**config.mk**
```make
export PLATFORM = sky130hd
export DESIGN_NAME = bus_busy_recover
export DESIGN_NICKNAME = d
export VERILOG_FILES = /design/src/rtl/bus_busy_recover_pkg.sv /design/src/rtl/bbr_line_sync.sv /design/src/rtl/bbr_cond_detect.sv /design/src/rtl/bbr_pulse_gen.sv /design/src/rtl/bus_busy_recover.sv
export SDC_FILE = /design/constraint.sdc
export NUM_CORES = 1
export LEC_CHECK = 0
export BUFFER_PORTS_ARGS = -buffer_cell sky130_fd_sc_hd__clkbuf_2
export CORE_AREA = 2 2 39 41
export DETAILED_ROUTE_END_ITERATION = 16
export DIE_AREA = 0 0 41 43
export PLACE_DENSITY = 0.71
export SLEW_MARGIN = 5
export SYNTH_ARGS = -nofsm -noshare
export SYNTH_HDL_FRONTEND = slang
export SYNTH_SLANG_ARGS = --single-unit
```
**constraint.sdc**
```tcl
create_clock -name clk -period 1.5 [get_ports clk]
set_input_delay 0.075 -clock clk [delete_from_list [all_inputs] [get_ports clk]]
set_output_delay 0.075 -clock clk [all_outputs]
set_load 0.05 [all_outputs]
```
**src/rtl/bus_busy_recover_pkg.sv**
```systemverilog
// Package: shared encodings for the bus occupancy monitor.
// Assumes an 8-bit status/command word; bit positions below are the
// software-visible layout.
package bus_busy_recover_pkg;
    localparam int WORD_W   = 8;
    localparam int BIT_BUSY = 0;   // busy flag, write 1 to clear
    localparam int BIT_SDA  = 1;   // synchronised data level, read only
    localparam int BIT_TGL  = 2;   // recovery pulse command / in progress

    typedef enum logic [1:0] {
        PH_IDLE = 2'b00,
        PH_LOW  = 2'b01,
        PH_HIGH = 2'b10
    } pulse_phase_e;
endpackage

```
**src/rtl/bbr_line_sync.sv**
```systemverilog
// Module: multi-stage synchroniser for a group of asynchronous line levels.
// Assumes lines idle high, so every stage resets to 1.
module bbr_line_sync #(
    parameter int STAGES = 2,
    parameter int WIDTH  = 2
) (
    input  logic             clk,
    input  logic             rst_n,
    input  logic [WIDTH-1:0] d_async,
    output logic [WIDTH-1:0] q_sync
);
    logic [WIDTH-1:0] chain [STAGES];

    generate
        for (genvar s = 0; s < STAGES; s++) begin : g_stage
            if (s == 0) begin : g_first
                // first stage: capture raw line levels
                always_ff @(posedge clk) begin
                    if (!rst_n) chain[s] <= '1;
                    else        chain[s] <= d_async;
                end
            end else begin : g_rest
                // later stages: settle metastability
                always_ff @(posedge clk) begin
                    if (!rst_n) chain[s] <= '1;
                    else        chain[s] <= chain[s-1];
                end
            end
        end
    endgenerate

    assign q_sync = chain[STAGES-1];
endmodule

```
**src/rtl/bbr_cond_detect.sv**
```systemverilog
// Module: Start/Stop recogniser on synchronised lines.
// Start = data falls while clock stays high; Stop = data rises while clock
// stays high. Outputs are single-cycle pulses aligned with the new level.
module bbr_cond_detect (
    input  logic clk,
    input  logic rst_n,
    input  logic sda_s,
    input  logic scl_s,
    output logic start_det,
    output logic stop_det
);
    logic sda_prev;
    logic scl_prev;

    // hold previous synchronised levels for edge detection
    always_ff @(posedge clk) begin
        if (!rst_n) begin
            sda_prev <= 1'b1;
            scl_prev <= 1'b1;
        end else begin
            sda_prev <= sda_s;
            scl_prev <= scl_s;
        end
    end

    // decode conditions from level pairs
    always_comb begin
        start_det = scl_s & scl_prev & sda_prev & ~sda_s;
        stop_det  = scl_s & scl_prev & ~sda_prev & sda_s;
    end
endmodule

```
**src/rtl/bbr_pulse_gen.sv**
```systemverilog
// Module: one-shot clock-line pulse generator for stuck-data recovery.
// Accepts a request only when idle, enabled and the data level is low;
// then pulls low for PHASE_CYC cycles and releases for PHASE_CYC cycles.
module bbr_pulse_gen
    import bus_busy_recover_pkg::*;
#(
    parameter int PHASE_CYC = 8
) (
    input  logic clk,
    input  logic rst_n,
    input  logic enable,
    input  logic cmd_req,
    input  logic sda_lvl,
    output logic pull_low,
    output logic active
);
    localparam int CW = (PHASE_CYC > 1) ? $clog2(PHASE_CYC) : 1;
    localparam logic [CW-1:0] LAST = CW'(PHASE_CYC - 1);
    localparam int RW = $clog2(PHASE_CYC + 2);

    pulse_phase_e    phase;
    logic [CW-1:0]   cnt;

    // phase sequencer: idle -> low -> high -> idle
    always_ff @(posedge clk) begin
        if (!rst_n || !enable) begin
            phase <= PH_IDLE;
            cnt   <= '0;
        end else begin
            unique case (phase)
                PH_IDLE: begin
                    cnt <= '0;
                    if (cmd_req && !sda_lvl) phase <= PH_LOW;
                end
                PH_LOW: begin
                    if (cnt == LAST) begin
                        phase <= PH_HIGH;
                        cnt   <= '0;
                    end else begin
                        cnt <= cnt + 1'b1;
                    end
                end
                PH_HIGH: begin
                    if (cnt == LAST) begin
                        phase <= PH_IDLE;
                        cnt   <= '0;
                    end else begin
                        cnt <= cnt + 1'b1;
                    end
                end
                default: begin
                    phase <= PH_IDLE;
                    cnt   <= '0;
                end
            endcase
        end
    end

    // drive outputs from phase state
    always_comb begin
        pull_low = (phase == PH_LOW);
        active   = (phase != PH_IDLE);
    end

    // checker: length of the current pull-low run
    logic [RW-1:0] low_run;
    always_ff @(posedge clk) begin
        if (!rst_n)        low_run <= '0;
        else if (pull_low) low_run <= low_run + 1'b1;
        else               low_run <= '0;
    end


    pull_low_len_chk: assert property (@(posedge clk) disable iff (!rst_n)
        $fell(pull_low) && enable |-> low_run == RW'(PHASE_CYC));

    pull_needs_active_chk: assert property (@(posedge clk) disable iff (!rst_n)
        pull_low |-> active);

    high_sda_ignored_chk: assert property (@(posedge clk) disable iff (!rst_n)
        !active && cmd_req && sda_lvl |=> !active);

    no_restart_chk: assert property (@(posedge clk) disable iff (!rst_n)
        active && !pull_low && enable |=> !pull_low);
endmodule

```
**src/rtl/bus_busy_recover.sv**
```systemverilog
// Module: top of the bus occupancy monitor and recovery pulser.
// Synchronises both lines, keeps the busy flag, and presents the
// status/command word. Assumes reg_wr is a single-cycle strobe.
module bus_busy_recover
    import bus_busy_recover_pkg::*;
#(
    parameter int SYNC_STAGES = 2,
    parameter int PHASE_CYC   = 8
) (
    input  logic              clk,
    input  logic              rst_n,
    input  logic              enable,
    input  logic              sda_in,
    input  logic              scl_in,
    input  logic              reg_wr,
    input  logic [WORD_W-1:0] reg_wdata,
    output logic [WORD_W-1:0] reg_rdata,
    output logic              scl_pull_low
);
    logic [1:0] lines_s;
    logic       sda_s, scl_s;
    logic       start_det, stop_det;
    logic       busy_q;
    logic       tgl_active;
    logic       busy_clr, tgl_req;

    bbr_line_sync #(.STAGES(SYNC_STAGES), .WIDTH(2)) u_sync (
        .clk     (clk),
        .rst_n   (rst_n),
        .d_async ({scl_in, sda_in}),
        .q_sync  (lines_s)
    );

    assign sda_s = lines_s[0];
    assign scl_s = lines_s[1];

    bbr_cond_detect u_cond (
        .clk       (clk),
        .rst_n     (rst_n),
        .sda_s     (sda_s),
        .scl_s     (scl_s),
        .start_det (start_det),
        .stop_det  (stop_det)
    );

    // decode write strobes into per-bit actions
    always_comb begin
        busy_clr = reg_wr & reg_wdata[BIT_BUSY];
        tgl_req  = reg_wr & reg_wdata[BIT_TGL];
    end

    bbr_pulse_gen #(.PHASE_CYC(PHASE_CYC)) u_pulse (
        .clk      (clk),
        .rst_n    (rst_n),
        .enable   (enable),
        .cmd_req  (tgl_req),
        .sda_lvl  (sda_s),
        .pull_low (scl_pull_low),
        .active   (tgl_active)
    );

    // busy flag: clear has priority over set
    always_ff @(posedge clk) begin
        if (!rst_n || !enable)                 busy_q <= 1'b0;
        else if (stop_det || busy_clr)         busy_q <= 1'b0;
        else if (start_det || !sda_s || !scl_s) busy_q <= 1'b1;
    end

    // assemble status word
    always_comb begin
        reg_rdata           = '0;
        reg_rdata[BIT_BUSY] = busy_q;
        reg_rdata[BIT_SDA]  = sda_s;
        reg_rdata[BIT_TGL]  = tgl_active;
    end


    stop_clears_busy_chk: assert property (@(posedge clk) disable iff (!rst_n)
        stop_det |=> !busy_q);

    low_line_sets_busy_chk: assert property (@(posedge clk) disable iff (!rst_n)
        enable && (!sda_s || !scl_s) && !stop_det && !busy_clr |=> busy_q);

    disable_clears_chk: assert property (@(posedge clk) disable iff (!rst_n)
        !enable |=> !busy_q && !tgl_active && !scl_pull_low);

    write_clear_chk: assert property (@(posedge clk) disable iff (!rst_n)
        busy_clr |=> !busy_q);
endmodule

```
Word-level counts from Yosys, hierarchy flattened
Memory sizes are Yosys's and may differ from the RTL's.
Cells that the tools add are included.

word-level totals
  output and inout port bits = 9
  flip-flop bits (word level) = 8
  memories kept = 1
  bits in writable memories = 4

operators by class
  reductions and logical operators = 15
  add/subtract/negate cells = 1
  multiplexer cells = 8
  eq/ne operators = 6
  bitwise operators = 12

memory list
  memory        depth  bits a word  read ports  clocked after Yosys merged registers in  wr ports  line                 source
  u_sync.chain  2      2            2           0                                        2         bbr_line_sync.sv:12  logic [WIDTH-1:0] chain [STAGES];

operators with widths
  operator               number
  $mux W2                5
  $and A1 B1 Y1          7
  $ne A2 B1 Y1 const B   3
  $pmux W2 S3            1
  $logic_not A1 Y1       4
  $logic_or A1 B1 Y1     4
  $reduce_or A2 Y1       2
  $add A3 B1 Y3 const B  1
  $eq A3 B3 Y1 const B   1
  $not A1 Y1             3
  $reduce_and A3 Y1      1
  $reduce_or A3 Y1       1
  $eq A2 B1 Y1 const B   1
  $eq A2 B2 Y1 const B   1
  $logic_not A2 Y1       1
  $mux W1                2
  $or A1 B1 Y1           2
  $reduce_bool A2 Y1     1
  $logic_and A1 B1 Y1    1

Longest topological paths before layout
Gate-level depths: netlist of the first run.
An unclocked memory read counts as a cell.

  depth in word-level cells = 6
  gate-level depth with buffers = 5
  gate-level depth less buffers = 5

Cells and area by module
Synthesis of the first run repeated with hierarchy kept, for this count alone.

second synthesis, totals
  cell total of the unflattened synthesis = 54
  area total of the unflattened synthesis = 585.6 um^2

by module, submodules not included
  module            times used  cells each  area each (um^2)  sequential area each (um^2)
  bbr_pulse_gen     1           27          281.5             100.1
  bus_busy_recover  1           13          126.4             20.0
  bbr_line_sync     1           8           105.1             80.1
  bbr_cond_detect   1           6           72.6              40.0

Worst setup path after synthesis of the first run
OpenSTA, ideal clock, no wires.

  path kind = reg-to-reg
  from = register u_pulse.phase[1]
  to = register u_pulse.phase[1]
  period minus slack after synthesis = 1.393 ns
  cell stages (with the launch flop) = 6
  path buffers = 0
  data arrival time = 1.321 ns
  setup slack = 0.107 ns
  path through = dfxtp_1 > inv_1 > ha_1 > nor2_1 > a2bb2oi_2 > mux2i_1

on the way
  longest elaborated chain between the ends = 3
  elaborated cells between the ends (all ways) = 8

ends and longest elaborated chain
  element                      line                    source
  start: declaration           bbr_pulse_gen.sv:21     pulse_phase_e phase;
  start signal: assignment     bbr_pulse_gen.sv:27     phase <= PH_IDLE;
  start signal: assignment     bbr_pulse_gen.sv:33     if (cmd_req && !sda_lvl) phase <= PH_LOW;
  start signal: assignment     bbr_pulse_gen.sv:37     phase <= PH_HIGH;
  $eq A2 B1 Y1 *               -
  net scl_pull_low             bus_busy_recover.sv:18  output logic scl_pull_low
  $ne A2 B1 Y1 (no line)       -
  $reduce_and A3 Y1 (no line)  -

Mark *: on every way through the listed nets, which the timed path passes. The rest lies on a longest branch.
A chain may end at the register's enable or synchronous reset.

Final worst setup path of the first run
  from = register u_pulse.phase[0]
  to = output reg_rdata[2]

on the way
  longest elaborated chain between the ends = 1

ends and longest elaborated chain
  element             line                    source
  $reduce_bool A2 Y1  bbr_pulse_gen.sv:62     active = (phase != PH_IDLE);
  end: declaration    bus_busy_recover.sv:17  output logic [WORD_W-1:0] reg_rdata,

No other way between the ends.

==> impl_metrics.csv, run 1 <==
group,metric,value,unit
clock_network,clock-sinks,12,
cells_and_area,fillerInstances,135,
power,p_sw,0.142,mW
timing,period_share,87.6,%
logic_synthesis,synth.distinct_cells,17,
global_routing,antenna_found_initial,0,
worst_setup_path,rr_endpoint,"u_pulse.phase[0]",
placed_design,place_ws,221,ps
min_path,hold_class,"in -> reg",
worst_setup_path,critical_path.endpoint_type,"output pin",
die,row_count,14,
cells_and_area,drive_above_1_share,28.4,%
cells_and_area,stdcell_count,83,
routing,wl,712,um
power,clkPwrFrac,31.3,%
worst_setup_path,reg2reg_depth,5,
power,irDropWorstVdd,0.426,mV
logic_synthesis,syn_avg_cell_area,10.2,sq um
die,die_area,0.00176,sq mm
die,die_w,41,um
global_routing,overflow,0,
cells_and_area,antenna-diode-count,0,
routing,drc,0,
cells_and_area,final_cell_area,633,sq um
cells_and_area,layout.nets,89,
timing,fin_tns_setup,0,ps
worst_setup_path,critical_path_arrival,1240,ps
global_routing,grt_pass1_wl,1.14,mm
die,initial_core_util,40.5,%
die,die_h,43,um
clock_network,cts_root_buf,"clkbuf_4",
power,combinationalPowerShare,12.2,%
power,p_int,0.440,mW
routing,antenna_left,0,
placed_design,portBuffers,11,
worst_setup_path,worstSetupEndpoint,"reg_rdata[2]",
placed_design,dp.cells,78,
worst_setup_path,crit_required,1420,ps
routing,first_pass_iters,2,
logic_synthesis,syn_area,561,sq um
worst_setup_path,rrSetupSlack,220,ps
run,maxCapViolCount,0,
worst_setup_path,crit_type,"reg -> out",
placed_design,dpl.hpwl,574,um
worst_setup_path,cp_max_fo,3,
clock_network,cts_buffer_depth,2,
routing,vias,347,
timing,finalHoldViolCount,0,
power,swShare,24.4,%
cells_and_area,final_util,45.8,%
die,core-area,0.00138,sq mm
logic_synthesis,yosys_warnings,0,
die,io_pins,23,
logic_synthesis,synthCells,55,
timing,finClkSkew,3.08,ps
clock_network,cts-resized-gates,0,
logic_synthesis,ys_seq_area_share,42.9,%
outcome,run_status,"finished, final reports clean",
clock_network,cts_buffers,3,
clock_network,clock_latency,260,ps
global_routing,grt_pass1_vias,291,
power,total_leakage_power,0.316,nW
worst_setup_path,crit-reg2reg-launch,"u_pulse.phase[1]",
timing,fin_ws,187,ps
clock_network,htreeDepth,1,
placed_design,globalplace.congestion,0.600,
power,power_frac_seq,56.5,%
placed_design,place_area,591,sq um
global_routing,grt_usage,10.0,%
logic_synthesis,ys_ff_latch,12,
routing,wire_per_inst,8.58,um
worst_setup_path,critPathLaunch,"u_pulse.phase[0]",
cells_and_area,area_delta_synth_final,12.9,%
timing,max_freq,0.761,GHz
timing,setup_viol,0,
timing,layout_min_cycle_time,1310,ps
routing,drtIter0Drc,3,
clock_network,cts_tree,"built",
global_routing,grt_start_max_net_pins,8,
power,cellPowerDensity,921,mW/mm^2
timing,maxSlewViolCount,0,
clock_network,clk_pin_slew,70,ps
worst_setup_path,start_kind,"register",
routing,via_per_inst,4.18,
timing,rsz0062_at_grt,"false",
min_path,worstHoldStart,"reg_wdata[0]",
## power by group through the flow
stage          logic (mW)  clock network [mW]  registers, mW
6_report           0.0712               0.183          0.329
5_1_grt            0.0768               0.211          0.330
4_1_cts            0.0716               0.190          0.329
3_5_place_dp       0.0673                   0          0.337
3_3_place_gp       0.0667                   0          0.336
2_1_floorplan      0.0663                   0          0.336
## critical path: stages, from the launching register on
cell      delay, ps
dfxtp_1         350
inv_1            80
ha_1            220
inv_1            60
clkbuf_2        260
## layer usage
metal / track usage [%] / share of wire (%) / vias to the layer above
met1: 13.5 / 49 / 148
met3: 4.71 / 9.3 / 0
met2: 11.6 / 42 / 15
met5: 0 / 0 / -
met4: 8.00 / 0 / 0
li1: - / - / 184
## state kept, by name, indices dropped and copies added, names as in the netlist
register and cells:
u_cond.scl_prev 1, u_pulse.cnt 3, u_cond.sda_prev 1, u_sync.chain 4
busy_q 1, u_pulse.phase 2
## worst min-delay path by stage
stage                                    end  slack [ps]  depth (start not counted)
after floorplan           u_sync.chain[0][0]         170                          1
after global placement    u_sync.chain[0][1]         250                          2
after detailed placement  u_sync.chain[0][0]         260                          2
after CTS                             busy_q          70                          4
after global routing                  busy_q          80                          4
final                                 busy_q          70                          4
## cell usage in the layout, fill, tap and decap left out
cell / instances
dfxtp_1: 12
clkbuf_2: 11
nand2_1: 6
or2b_1: 6
ha_1: 6
conb_1: 5
inv_1: 4
clkbuf_4: 3
mux2i_1: 2
and2_2: 2
dlygate4sd3_1: 2
and2_4: 1
nor2_1: 1
nand3b_1: 1
a2bb2oi_2: 1
and3b_1: 1
and2b_2: 1
o21ai_0: 1
a31oi_1: 1
## through the flow
stage	power, mW	hold slack [ps]
final	0.583	73.5
after global routing	0.618	81.0
after CTS	0.591	74.1
after detailed placement	0.404	256
after global placement	0.403	251
after floorplan	0.402	171
## what timing repair did
action	4_1_cts	5_1_grt
endpoints found under the hold margin	2	0
buffers inserted	0	0
hold buffers	2	0
## final cells by class
type                       count  area, sq um  area share, %
multi-input combinational     35          260           41.1
sequential                    12          240           37.9
timing repair buffer          13         75.1           11.9
clock buffer                   3         22.5           3.56
tap                           16         20.0           3.16
inverter                       4         15.0           2.37
## Yosys cell counts
cell / n / area share (%)
or2b_1: 6 / 8.0
and2b_2: 1 / 1.6
nand3b_1: 1 / 1.3
buf_4: 8 / 11
nand2_1: 6 / 4.0
nor2_1: 1 / 0.67
dfxtp_1: 12 / 43
ha_1: 6 / 13
mux2i_1: 2 / 3.6
and2_2: 2 / 2.7
conb_1: 1 / 0.67
a2bb2oi_2: 1 / 2.7
and3b_1: 1 / 1.6
inv_1: 4 / 2.7
a31oi_1: 1 / 1.1
and2_4: 1 / 1.6
o21ai_0: 1 / 0.89
## kinds of logic after synthesis
kind of cell / share of synthesized area, %
flops: 42.9
fa+ha+maj: 13.4
mux: 3.57
other cells: 0.669
compound gates: 4.69
buf+inv: 13.4
simple gates: 21.4
No activity file was read; power rests on OpenSTA's default activity.
==> run 2: changes to the inputs <==
--- a/config.mk
+++ b/config.mk
@@ -9,7 +9,7 @@
 export CORE_AREA = 2 2 39 41
 export DETAILED_ROUTE_END_ITERATION = 16
 export DIE_AREA = 0 0 41 43
-export PLACE_DENSITY = 0.71
+export PLACE_DENSITY = 0.75
 export SLEW_MARGIN = 5
 export SYNTH_ARGS = -nofsm -noshare
 export SYNTH_HDL_FRONTEND = slang
==> run 2 against run 1 <==
Combinational power hardly changed. Non-clock buffer count did not move. Sequential power is essentially flat. Register-to-register slack about the same. Worst hold slack lost 12 ps.
==> impl_metrics.csv, run 2 (same netlist as run 1, synthesis figures left out) <==
group,metric,value,unit
outcome,run_status,"finished, final reports clean",
power,combinationalPowerShare,12.2,%
power,total_leakage_power,0.316,nW
die,die_h,43,um
routing,drtIter0Drc,1,
die,die_w,41,um
power,power_frac_seq,56.5,%
global_routing,grt_pass1_wl,1.14,mm
power,irDropWorstVdd,0.643,mV
die,row_count,14,
placed_design,portBuffers,11,
clock_network,clk_pin_slew,60,ps
cells_and_area,area_delta_synth_final,12.9,%
global_routing,grt_pass1_vias,300,
cells_and_area,final_cell_area,633,sq um
clock_network,cts_tree,"built",
timing,period_share,88.8,%
timing,setup_viol,0,
routing,vias,366,
clock_network,post_cts_buffers,0,
timing,fin_hold_ws,61.9,ps
cells_and_area,final_util,45.8,%
worst_setup_path,cp_max_fo,3,
cells_and_area,largest_register,"u_sync.chain",
cells_and_area,drive_above_1_share,28.4,%
cells_and_area,final_cell_mix,"dfxtp_1 (12), clkbuf_2 (11), nand2_1 (6), or2b_1 (6), ha_1 (6)",
placed_design,place_area,591,sq um
min_path,hold_class,"in -> reg",
die,io_pins,23,
clock_network,htreeDepth,1,
cells_and_area,largest_reg_flops,4,
cells_and_area,reg_top3,"u_sync.chain (4), u_pulse.cnt (3), u_pulse.phase (2)",
clock_network,clock-sinks,12,
clock_network,cts_buffers,3,
timing,fin_tns_setup,0,ps
worst_setup_path,critical_path_arrival,1260,ps
clock_network,cts_root_buf,"clkbuf_4",
routing,drc,0,
routing,first_pass_iters,3,
routing,antenna_left,0,
global_routing,antenna_found_initial,0,
worst_setup_path,start_kind,"register",
timing,rsz0062_at_grt,"false",
timing,layout_min_cycle_time,1330,ps
global_routing,grt_start_max_net_pins,8,
cells_and_area,layout_commonest_cell,"dfxtp_1",
power,swShare,24.4,%
power,cellPowerDensity,920,mW/mm^2
die,die_area,0.00176,sq mm
die,initial_core_util,40.5,%
global_routing,grt_usage,10.6,%
routing,wire_per_inst,8.70,um
worst_setup_path,critical_path.endpoint_type,"output pin",
timing,finClkSkew,2.67,ps
timing,maxSlewViolCount,0,
worst_setup_path,crit_type,"reg -> out",
placed_design,dp.cells,78,
cells_and_area,layout.nets,89,
timing,max_freq,0.751,GHz
clock_network,clock_latency,260,ps
die,core-area,0.00138,sq mm
placed_design,dpl.hpwl,577,um
global_routing,overflow,0,
cells_and_area,antenna-diode-count,0,
placed_design,globalplace.congestion,0.549,
timing,finalHoldViolCount,0,
clock_network,cts_buffer_depth,2,
power,p_int,0.441,mW
run,maxCapViolCount,0,
power,p_sw,0.142,mW
routing,wl,722,um
worst_setup_path,crit_required,1420,ps
power,clkPwrFrac,31.2,%
routing,via_per_inst,4.41,
clock_network,cts-resized-gates,0,
clock_network,hold_buffers,2,
cells_and_area,stdcell_count,83,
==> run 2: cell counts in the layout (fill, tap and decap cells not counted) <==
Identical to the previous run, type by type.
==> run 2: final cells by class <==
type                            count  area [sq um]
Inverter                            4          15.0
Clock buffer                        3          22.5
Timing Repair Buffer               13          75.1
Sequential cell                    12           240
Fill cell                         138           751
Multi-Input combinational cell     35           260
Tap cell                           16          20.0
==> run 2: stage by stage <==
step	power (mW)	setup WS, ps
after floorplan	0.402	107
after global placement	0.403	289
after detailed placement	0.404	229
after CTS	0.589	161
after global routing	0.612	94.9
final	0.583	168
==> run 2: worst max-delay path, stage by stage, from the launching register on <==
cell and delay (ps):
dfxtp_1 360, inv_1 90, ha_1 220, inv_1 50, clkbuf_2 260
==> run 2: worst paths after layout <==
path / from / to / slack, ps / cells after the start
worst max-delay path: u_pulse.phase[0] / reg_rdata[2] / 170 / 4
worst min-delay path: reg_wdata[0] / busy_q / 60 / 4
worst max register to register: u_pulse.phase[1] / u_pulse.phase[1] / 230 / 5
worst min register to register: u_sync.chain[0][1] / u_sync.chain[1][1] / 410 / 1
==> run 2: power groups by stage <==
stage                     Combinational [mW]  Clock (mW)  Sequential, mW
after global placement                0.0664           0           0.336
after floorplan                       0.0663           0           0.336
final                                 0.0713       0.182           0.329
after global routing                  0.0772       0.205           0.330
after detailed placement              0.0675           0           0.337
after CTS                             0.0717       0.188           0.329
==> run 2: layer usage <==
metal | track usage [%] | vias to the layer above | wire length, um
met1 | 10.7 | 162 | 299
met5 | 0 | - | 0
met4 | 8.00 | 0 | 20
met2 | 14.1 | 12 | 344
met3 | 7.85 | 5 | 58
li1 | - | 187 | -
==> run 3: changes to the inputs <==
--- a/config.mk
+++ b/config.mk
@@ -5,11 +5,12 @@
 export SDC_FILE = /design/constraint.sdc
 export NUM_CORES = 1
 export LEC_CHECK = 0
-export BUFFER_PORTS_ARGS = -buffer_cell sky130_fd_sc_hd__clkbuf_2
+export BUFFER_PORTS_ARGS = -buffer_cell sky130_fd_sc_hd__buf_4
 export CORE_AREA = 2 2 39 41
 export DETAILED_ROUTE_END_ITERATION = 16
 export DIE_AREA = 0 0 41 43
-export PLACE_DENSITY = 0.75
+export HOLD_SLACK_MARGIN = 0.05
+export PLACE_DENSITY_LB_ADDON = 0.1
 export SLEW_MARGIN = 5
 export SYNTH_ARGS = -nofsm -noshare
 export SYNTH_HDL_FRONTEND = slang
==> run 3 against run 2 <==
Routed wire length decreased by 5.5%. Largest cell class unchanged. Worst hold slack improved by 5.7 ps. Combinational power increased by 9.3%.
==> impl_metrics.csv, run 3 (same netlist as run 1, synthesis figures left out) <==
group,metric,value,unit
worst_setup_path,rr_endpoint,"u_pulse.phase[0]",
power,irDropWorstVdd,0.603,mV
placed_design,dp.cells,78,
cells_and_area,antenna-diode-count,0,
die,row_count,14,
worst_setup_path,start_kind,"register",
timing,max_freq,0.799,GHz
die,initial_core_util,40.5,%
global_routing,antenna_found_initial,0,
routing,drtIter0Drc,1,
routing,wire_per_inst,8.12,um
cells_and_area,largest_reg_flops,4,
global_routing,grt_pass1_vias,315,
outcome,run_status,"finished, final reports clean",
worst_setup_path,critical_path_arrival,1450,ps
global_routing,grt_pass1_wl,1.21,mm
timing,rsz0062_at_grt,"false",
worst_setup_path,cp_max_fo,3,
clock_network,cts_root_buf,"clkbuf_4",
worst_setup_path,reg2reg_depth,5,
die,die_h,43,um
timing,fin_hold_ws,67.6,ps
worst_setup_path,critPathLaunch,"u_pulse.phase[1]",
worst_setup_path,worstSetupEndpoint,"u_pulse.phase[0]",
clock_network,clock_latency,260,ps
placed_design,portBuffers,11,
run,maxCapViolCount,0,
min_path,hold_class,"in -> reg",
timing,maxSlewViolCount,0,
clock_network,cts_buffer_depth,2,
worst_setup_path,rrSetupSlack,250,ps
placed_design,globalplace.congestion,0.557,
cells_and_area,largest_register,"u_sync.chain",
die,die_w,41,um
die,core-area,0.00138,sq mm
clock_network,cts_tree,"built",
timing,layout_min_cycle_time,1250,ps
global_routing,grt_start_max_net_pins,8,
timing,period_share,83.5,%
clock_network,post_cts_buffers,0,
global_routing,grt_usage,10.7,%
worst_setup_path,critical_path.endpoint_type,"register",
cells_and_area,drive_above_1_share,29.4,%
cells_and_area,reg_top3,"u_sync.chain (4), u_pulse.cnt (3), u_pulse.phase (2)",
cells_and_area,final_cell_mix,"dfxtp_1 (12), buf_4 (11), nand2_1 (6), or2b_1 (6), ha_1 (6)",
worst_setup_path,crit_required,1700,ps
timing,setup_viol,0,
global_routing,overflow,0,
cells_and_area,layout_commonest_cell,"dfxtp_1",
routing,drc,0,
timing,fin_tns_setup,0,ps
cells_and_area,area_delta_synth_final,20.3,%
clock_network,clk_pin_slew,70,ps
power,cellPowerDensity,967,mW/mm^2
timing,finClkSkew,0.870,ps
routing,first_pass_iters,4,
clock_network,clock-sinks,12,
die,io_pins,23,
timing,finalHoldViolCount,0,
cells_and_area,stdcell_count,84,
clock_network,cts_buffers,3,
power,total_leakage_power,0.330,nW
die,die_area,0.00176,sq mm
routing,vias,354,
cells_and_area,layout.nets,89,
worst_setup_path,crit_type,"reg -> reg",
clock_network,htreeDepth,1,
routing,wl,682,um
routing,via_per_inst,4.21,
worst_setup_path,crit-reg2reg-launch,"u_pulse.phase[1]",
routing,antenna_left,0,
[run 3: changes by cell type in the layout (fill, tap and decap cells not counted), sizes merged]
cell    previous run  this run
buf                0        11
clkbuf            14         4
[run 3: power by group]
part / internal [mW] / leakage (nW) / switching, mW
sequential: 0.326 / 0.0980 / 0.00291
combinational: 0.0284 / 0.211 / 0.0495
clock: 0.147 / 0.0210 / 0.0977
[run 3: area by class of cell]
cell class,count,area [sq um]
fill,153,709
multi-input combinational,35,260
sequential,12,240
timing repair buffer,13,103
clock buffer,4,36.3
tap,16,20.0
inverter,4,15.0
[run 3: metal layers]
| metal | routed length (um) | GRT usage (%) | share of wire (%) | vias up |
|---|---|---|---|---|
| li1 | - | - | - | 189 |
| met1 | 331 | 12.9 | 49 | 148 |
| met2 | 264 | 13.1 | 39 | 15 |
| met3 | 74 | 5.24 | 11 | 2 |
| met4 | 12 | 10.0 | 1.8 | 0 |
| met5 | 0 | 0 | 0 | - |
[run 3: critical path, cell delays in order (launching register included)]
cell and delay (ps):
dfxtp_1 360, inv_1 80, ha_1 220, nor2_1 130, a2bb2oi_2 190, mux2i_1 190
[run 3: what timing repair did]
action	4_1_cts	5_1_grt
gates resized for setup	0	0
hold buffers	2	0
hold endpoints to repair	2	0
[run 3: worst min path at each step]
stage	from	to	slack, ps	cells past startpoint
after floorplan	sda_in	u_sync.chain[0][0]	170	1
after global placement	sda_in	u_sync.chain[0][0]	250	2
after detailed placement	scl_in	u_sync.chain[0][1]	260	2
after CTS	reg_wdata[0]	busy_q	60	4
after global routing	reg_wdata[0]	busy_q	80	4
final	reg_wdata[0]	busy_q	70	4
[run 3: stage by stage]
step / setup WS (ps) / instance area, sq um / utilization, % / power [mW]
floorplan: 107 / 576 / - / 0.402
global placement: 268 / 618 / 44.7 / 0.410
detailed placement: 240 / 618 / 44.7 / 0.411
CTS: 223 / 674 / 48.7 / 0.668
global route: 135 / 674 / 48.7 / 0.692
finish: 248 / 674 / 48.7 / 0.652
